$ cat config.mk
export PLATFORM = sky130hd
export DESIGN_NAME = bus_stretch_top
export DESIGN_NICKNAME = d
export VERILOG_FILES = /design/src/rtl/bsw_pkg.sv /design/src/rtl/bsw_regs.sv /design/src/rtl/bsw_decode.sv /design/src/rtl/bsw_counter.sv /design/src/rtl/bus_stretch_top.sv
export SDC_FILE = /design/constraint.sdc
export NUM_CORES = 1
export LEC_CHECK = 0
export ABC_AREA = 1
export BUFFER_PORTS_ARGS = -buffer_cell sky130_fd_sc_hd__buf_2
export CAP_MARGIN = 0
export CORE_AREA = 3 3 105 67
export CTS_CLUSTER_DIAMETER = 100
export DETAILED_ROUTE_END_ITERATION = 8
export DIE_AREA = 0 0 108 70
export PLACE_DENSITY = 0.57
export REMOVE_ABC_BUFFERS = 1
export SLEW_MARGIN = 20
export SYNTH_ARGS = -nofsm -noshare
export SYNTH_HDL_FRONTEND = slang
export SYNTH_SLANG_ARGS = --single-unit
$ cat constraint.sdc
create_clock -name clk -period 3.4 [get_ports clk]
set_clock_uncertainty 0.15 [all_clocks]
set_input_delay 0 -clock clk [delete_from_list [all_inputs] [get_ports clk]]
set_output_delay 0 -clock clk [all_outputs]
set_load 0.02 [all_outputs]
$ cat src/rtl/bsw_pkg.sv
package bsw_pkg;
  typedef enum logic [1:0] {
    SP_PROG   = 2'd0,
    SP_DATA   = 2'd1,
    SP_IO     = 2'd2,
    SP_IO_ALT = 2'd3
  } space_e;

  // field slots inside the wait-state register; order is decoded by bsw_decode
  localparam int F_PROG_LO = 0;
  localparam int F_PROG_HI = 1;
  localparam int F_DATA_LO = 2;
  localparam int F_DATA_HI = 3;
  localparam int F_IO      = 4;
  localparam int NUM_SLOTS = 5;
endpackage

$ cat src/rtl/bsw_regs.sv
module bsw_regs #(
  parameter int REG_W   = 16,
  parameter int FIELD_W = 3,
  parameter int NFIELDS = 5
) (
  input  logic             clk,
  input  logic             rst,
  input  logic             we,
  input  logic             sel,
  input  logic [REG_W-1:0] wdata,
  output logic [REG_W-1:0] wsr,
  output logic             mult,
  output logic [REG_W-1:0] rdata
);
  localparam int FBITS = FIELD_W * NFIELDS;
  localparam logic [REG_W-1:0] WSR_RST = {{(REG_W-FBITS){1'b0}}, {FBITS{1'b1}}};

  always_ff @(posedge clk) begin
    if (rst) begin
      wsr   <= WSR_RST;
      mult  <= 1'b0;
      rdata <= '0;
    end else begin
      rdata <= sel ? {{(REG_W-1){1'b0}}, mult} : wsr;
      if (we) begin
        if (sel) mult <= wdata[0];
        else     wsr  <= wdata;
      end
    end
  end


  reset_values_chk: assert property (@(posedge clk)
    $past(rst) |-> (wsr == WSR_RST && mult == 1'b0));


  write_applies_chk: assert property (@(posedge clk) disable iff (rst)
    (we && !sel) |=> (wsr == $past(wdata)));
endmodule

$ cat src/rtl/bsw_decode.sv
module bsw_decode
  import bsw_pkg::*;
#(
  parameter int REG_W    = 16,
  parameter int FIELD_W  = 3,
  parameter int NFIELDS  = 5,
  parameter int ADDR_W   = 18,
  parameter int LOCAL_AW = 16,
  parameter int CNT_W    = FIELD_W + 1
) (
  input  logic [REG_W-1:0]  wsr,
  input  logic              mult,
  input  logic [1:0]        space,
  input  logic [ADDR_W-1:0] addr,
  output logic [CNT_W-1:0]  load_cnt
);
  localparam int HALF_BIT = LOCAL_AW - 1;

  logic [FIELD_W-1:0] field [NFIELDS];
  logic [FIELD_W-1:0] base;
  logic               xbit;
  logic               upper;

  genvar gi;
  generate
    for (gi = 0; gi < NFIELDS; gi++) begin : g_field
      assign field[gi] = wsr[gi*FIELD_W +: FIELD_W];
    end
  endgenerate

  assign xbit  = wsr[REG_W-1];
  assign upper = addr[HALF_BIT];

  always_comb begin
    unique case (space_e'(space))
      SP_PROG: base = (!xbit && upper) ? field[F_PROG_HI] : field[F_PROG_LO];
      SP_DATA: base = upper ? field[F_DATA_HI] : field[F_DATA_LO];
      default: base = field[F_IO];
    endcase
    load_cnt = mult ? {base, 1'b0} : {1'b0, base};
  end
endmodule

$ cat src/rtl/bsw_counter.sv
module bsw_counter #(
  parameter int CNT_W = 4
) (
  input  logic             clk,
  input  logic             rst,
  input  logic             req,
  input  logic [CNT_W-1:0] load_cnt,
  output logic             ready
);
  logic [CNT_W-1:0] cnt;

  always_ff @(posedge clk) begin
    if (rst) begin
      cnt   <= '0;
      ready <= 1'b1;
    end else if (cnt != '0) begin
      cnt   <= cnt - 1'b1;
      ready <= (cnt == CNT_W'(1));
    end else if (req) begin
      cnt   <= load_cnt;
      ready <= (load_cnt == '0);
    end
  end


  ignore_busy_req_chk: assert property (@(posedge clk) disable iff (rst)
    (!ready && req) |=> (cnt == $past(cnt) - 1'b1));


  ready_drop_chk: assert property (@(posedge clk) disable iff (rst)
    (ready && req && load_cnt != '0) |=> !ready);


  zero_wait_chk: assert property (@(posedge clk) disable iff (rst)
    (ready && req && load_cnt == '0) |=> ready);
endmodule

$ cat src/rtl/bus_stretch_top.sv
module bus_stretch_top #(
  parameter int ADDR_W   = 18,
  parameter int REG_W    = 16,
  parameter int FIELD_W  = 3,
  parameter int NFIELDS  = 5,
  parameter int LOCAL_AW = 16
) (
  input  logic              clk,
  input  logic              rst,
  input  logic              cfg_we,
  input  logic              cfg_sel,
  input  logic [REG_W-1:0]  cfg_wdata,
  output logic [REG_W-1:0]  cfg_rdata,
  input  logic              acc_req,
  input  logic [1:0]        acc_space,
  input  logic [ADDR_W-1:0] acc_addr,
  output logic              acc_ready
);
  localparam int CNT_W = FIELD_W + 1;

  logic [REG_W-1:0] wsr;
  logic             mult;
  logic [CNT_W-1:0] load_cnt;

  bsw_regs #(.REG_W(REG_W), .FIELD_W(FIELD_W), .NFIELDS(NFIELDS)) u_regs (
    .clk(clk), .rst(rst), .we(cfg_we), .sel(cfg_sel), .wdata(cfg_wdata),
    .wsr(wsr), .mult(mult), .rdata(cfg_rdata)
  );

  bsw_decode #(.REG_W(REG_W), .FIELD_W(FIELD_W), .NFIELDS(NFIELDS),
               .ADDR_W(ADDR_W), .LOCAL_AW(LOCAL_AW), .CNT_W(CNT_W)) u_decode (
    .wsr(wsr), .mult(mult), .space(acc_space), .addr(acc_addr), .load_cnt(load_cnt)
  );

  bsw_counter #(.CNT_W(CNT_W)) u_counter (
    .clk(clk), .rst(rst), .req(acc_req), .load_cnt(load_cnt), .ready(acc_ready)
  );


  mult_even_wait_chk: assert property (@(posedge clk) disable iff (rst)
    (acc_ready && acc_req && mult) |=> (acc_ready || !$past(load_cnt[0])));
endmodule

==> results.py <==
metrics = {
    "run_status": {
        "status": "finished, final reports clean",
    },
    "clock_network": {
        "clk_latency_ns": 0.28,
        "clockBufferDepth": 2,
        "ctsRootBufferMaster": "clkbuf_8",
        "htree_levels": 2,
        "clk_pin_slew_ns": 0.07,
        "cts_buffers": 5,
        "cts.sinks": 38,
        "post_cts_resized": 0,
        "cts_tree": "built",
    },
    "synth": {
        "synth_edf_count": 0,
        "async_flop_share": 0,
        "syn_area_mm2": 0.001525,
        "ys_seq_elements": 38,
        "yosysUniqueCellTypes": 24,
        "postSynthCellCount": 192,
        "syn-mean-instance-area_um2": 7.944,
        "synth_seq_area_share": 0.4988,
        "synth_warnings": 0,
        "yosys_most_used_dff": "dfxtp_1",
    },
    "routing": {
        "wl_per_cell_um": 10.94,
        "vias": 1356,
        "wirelength_um": 3708,
        "antenna_left": 0,
        "viasPerCell": 4.000,
        "drc": 0,
        "drt_iter0_markers": 43,
        "dr.pass1.iters": 4,
    },
    "place": {
        "finalWeightedCongestion": 0.7593,
        "dp.cells": 310,
        "hpwl_um": 2659,
        "io_buffer_count": 40,
    },
    "grt": {
        "grt_pass1_vias": 1286,
        "grt.overflow.total": 0,
        "gr-usage-all-layers": 0.1005,
        "grt_pass1_wl_um": 5996,
        "antenna_found_initial": 0,
        "grt_max_degree": 30,
    },
    "sta": {
        "fmax_mhz": 453.3,
        "rsz0062_at_grt": "false",
        "hold_viol": 0,
        "fin_tns_setup_ns": 0,
        "slew_violations": 0,
        "worst_slew_pin_slew_ns": 0.8015,
        "maxSlewHeadroom": 0.4651,
        "final-setup-viol-count": 0,
        "fin_crit_ns": 2.206,
        "min_period_over_period": 0.6489,
    },
    "critical_path": {
        "worstPathArrival_ns": 2.28,
        "critPathKind": "reg2reg",
        "critPathMaxFanout": 9,
        "worstSetupEndpointType": "flip-flop",
        "cp-start-kind": "flip-flop",
        "worst_ep_required_time_ns": 3.48,
    },
    "floorplan": {
        "dieArea_mm2": 0.007560,
        "fp-row-count": 22,
        "ios": 58,
        "die_w_um": 108,
        "core_area_mm2": 0.006083,
        "start_util": 0.2507,
        "die_y_um": 70,
    },
    "power": {
        "p_leak_nw": 1.055,
        "power.density_mw_per_mm2": 548.4,
        "ir_drop_v": 0.0001694,
    },
    "cells_and_area": {
        "layout.cells.non_filler": 339,
        "multi_input_area_um2": 615.6,
        "final_cell_mix": "nand2_1 (40), buf_2 (40), dfxtp_1 (38)",
        "fillers": 668,
        "drive_above_1_share": 0.2157,
        "diodes": 0,
        "syn_to_final_growth_pct": 37.49,
        "nNetsFinal": 298,
        "fin_util": 0.3447,
        "register_area_um2": 760.7,
    },
    "flow_run": {
        "drv_cap": 0,
    },
    "hold_path": {
        "hold_path_class": "in2reg",
    },
}
==> cells in the mapped netlist, drive strengths merged, types with 2 or more instances <==
cell | count | area share
dfxtp | 38 | 0.50
nand2 | 44 | 0.12
a21oi | 8 | 0.031
ha | 2 | 0.016
nor2 | 22 | 0.065
o21ai | 6 | 0.020
o211ai | 15 | 0.074
buf | 5 | 0.020
a31oi | 2 | 0.0082
nand3 | 12 | 0.039
clkbuf | 2 | 0.0049
inv | 29 | 0.073
nand4 | 3 | 0.012
==> registers in the layout (all words and copies together) (netlist names) <==
| register | flops |
|---|---|
| u_counter.ready | 1 |
| u_regs.rdata | 16 |
| u_regs.wsr | 16 |
| u_counter.cnt | 4 |
| u_regs.mult | 1 |
==> logic make-up (layout without fill, tap and decap cells) <==
logic type / Yosys count / count (layout) / share of synthesized area
adders and majority gates: 2 / 2 / 0.01640
buffers and inverters: 36 / 99 / 0.09762
AOI/OAI and AO/OA: 34 / 34 / 0.1469
and+or+nand+nor: 82 / 82 / 0.2404
DFF: 38 / 38 / 0.4988
==> repair_timing <==
action	CTS	global route
endpoints found under the hold margin	21	0
setup buffers	0	0
hold buffers	22	0
setup endpoints to repair	0	0
==> area by class of cell <==
cell class                 instances  share of cell area
tap                               84             0.05012
sequential                        38              0.3628
clock buffer                       7             0.03640
timing repair buffer              63              0.2041
multi-input combinational        118              0.2936
inverter                          29             0.05310
==> path summary, 6_finish.rpt <==
path / start / end / slack, ns / cells after the start
hold / removal: acc_space[1] / u_counter.cnt[0]$_SDFFE_PP0P_ / 0.07 / 6
setup / recovery: u_counter.cnt[0]$_SDFFE_PP0P_ / u_counter.cnt[1]$_SDFFE_PP0P_ / 1.19 / 10
setup reg to reg: u_counter.cnt[0]$_SDFFE_PP0P_ / u_counter.cnt[1]$_SDFFE_PP0P_ / 1.19 / 10
hold reg to reg: u_regs.wsr[8]$_SDFFE_PP1P_ / u_regs.rdata[8]$_SDFF_PP0_ / 0.31 / 2
==> per-stage QoR <==
| step | instance area [um^2] | worst slack [ns] | power (mW) | hold slack, ns |
|---|---|---|---|---|
| final | 2097 | 1.194 | 1.150 | 0.06801 |
| after global routing | 2097 | 1.006 | 1.228 | 0.1328 |
| after CTS | 2097 | 1.197 | 1.159 | 0.06566 |
| after detailed placement | 1800 | 1.749 | 0.8431 | 0.05034 |
| after global placement | 1800 | 1.771 | 0.8387 | 0.04423 |
| after floorplan | 1488 | 1.881 | 0.7601 | -0.08756 |
==> worst max-delay path, stage by stage (launching register included) <==
cell and delay, ns:
dfxtp_1 0.34, inv_1 0.09, ha_1 0.15, inv_1 0.07, or2_4 0.27, nor2_8 0.15, nand2_2 0.09, o22ai_1 0.12
inv_1 0.07, a21oi_2 0.12, dlygate4sd3_1 0.54
==> report_power, final <==
group          leakage (nW)  switching, mW  total (mW)  internal, mW
Clock                0.0383          0.145       0.286         0.141
Combinational         0.701          0.192       0.332         0.140
Sequential            0.315         0.0368       0.532         0.495
==> metal layers <==
metal	GRT usage	vias up	wire length, um	share of wire
met1	0.1526	572	2090	0.56
li1	-	738	-	-
met2	0.1295	44	1316	0.35
met5	0	-	0	0
met3	0.04063	2	283	0.076
met4	0.02101	0	18	0.0049
No activity file was read; power rests on OpenSTA's default activity.
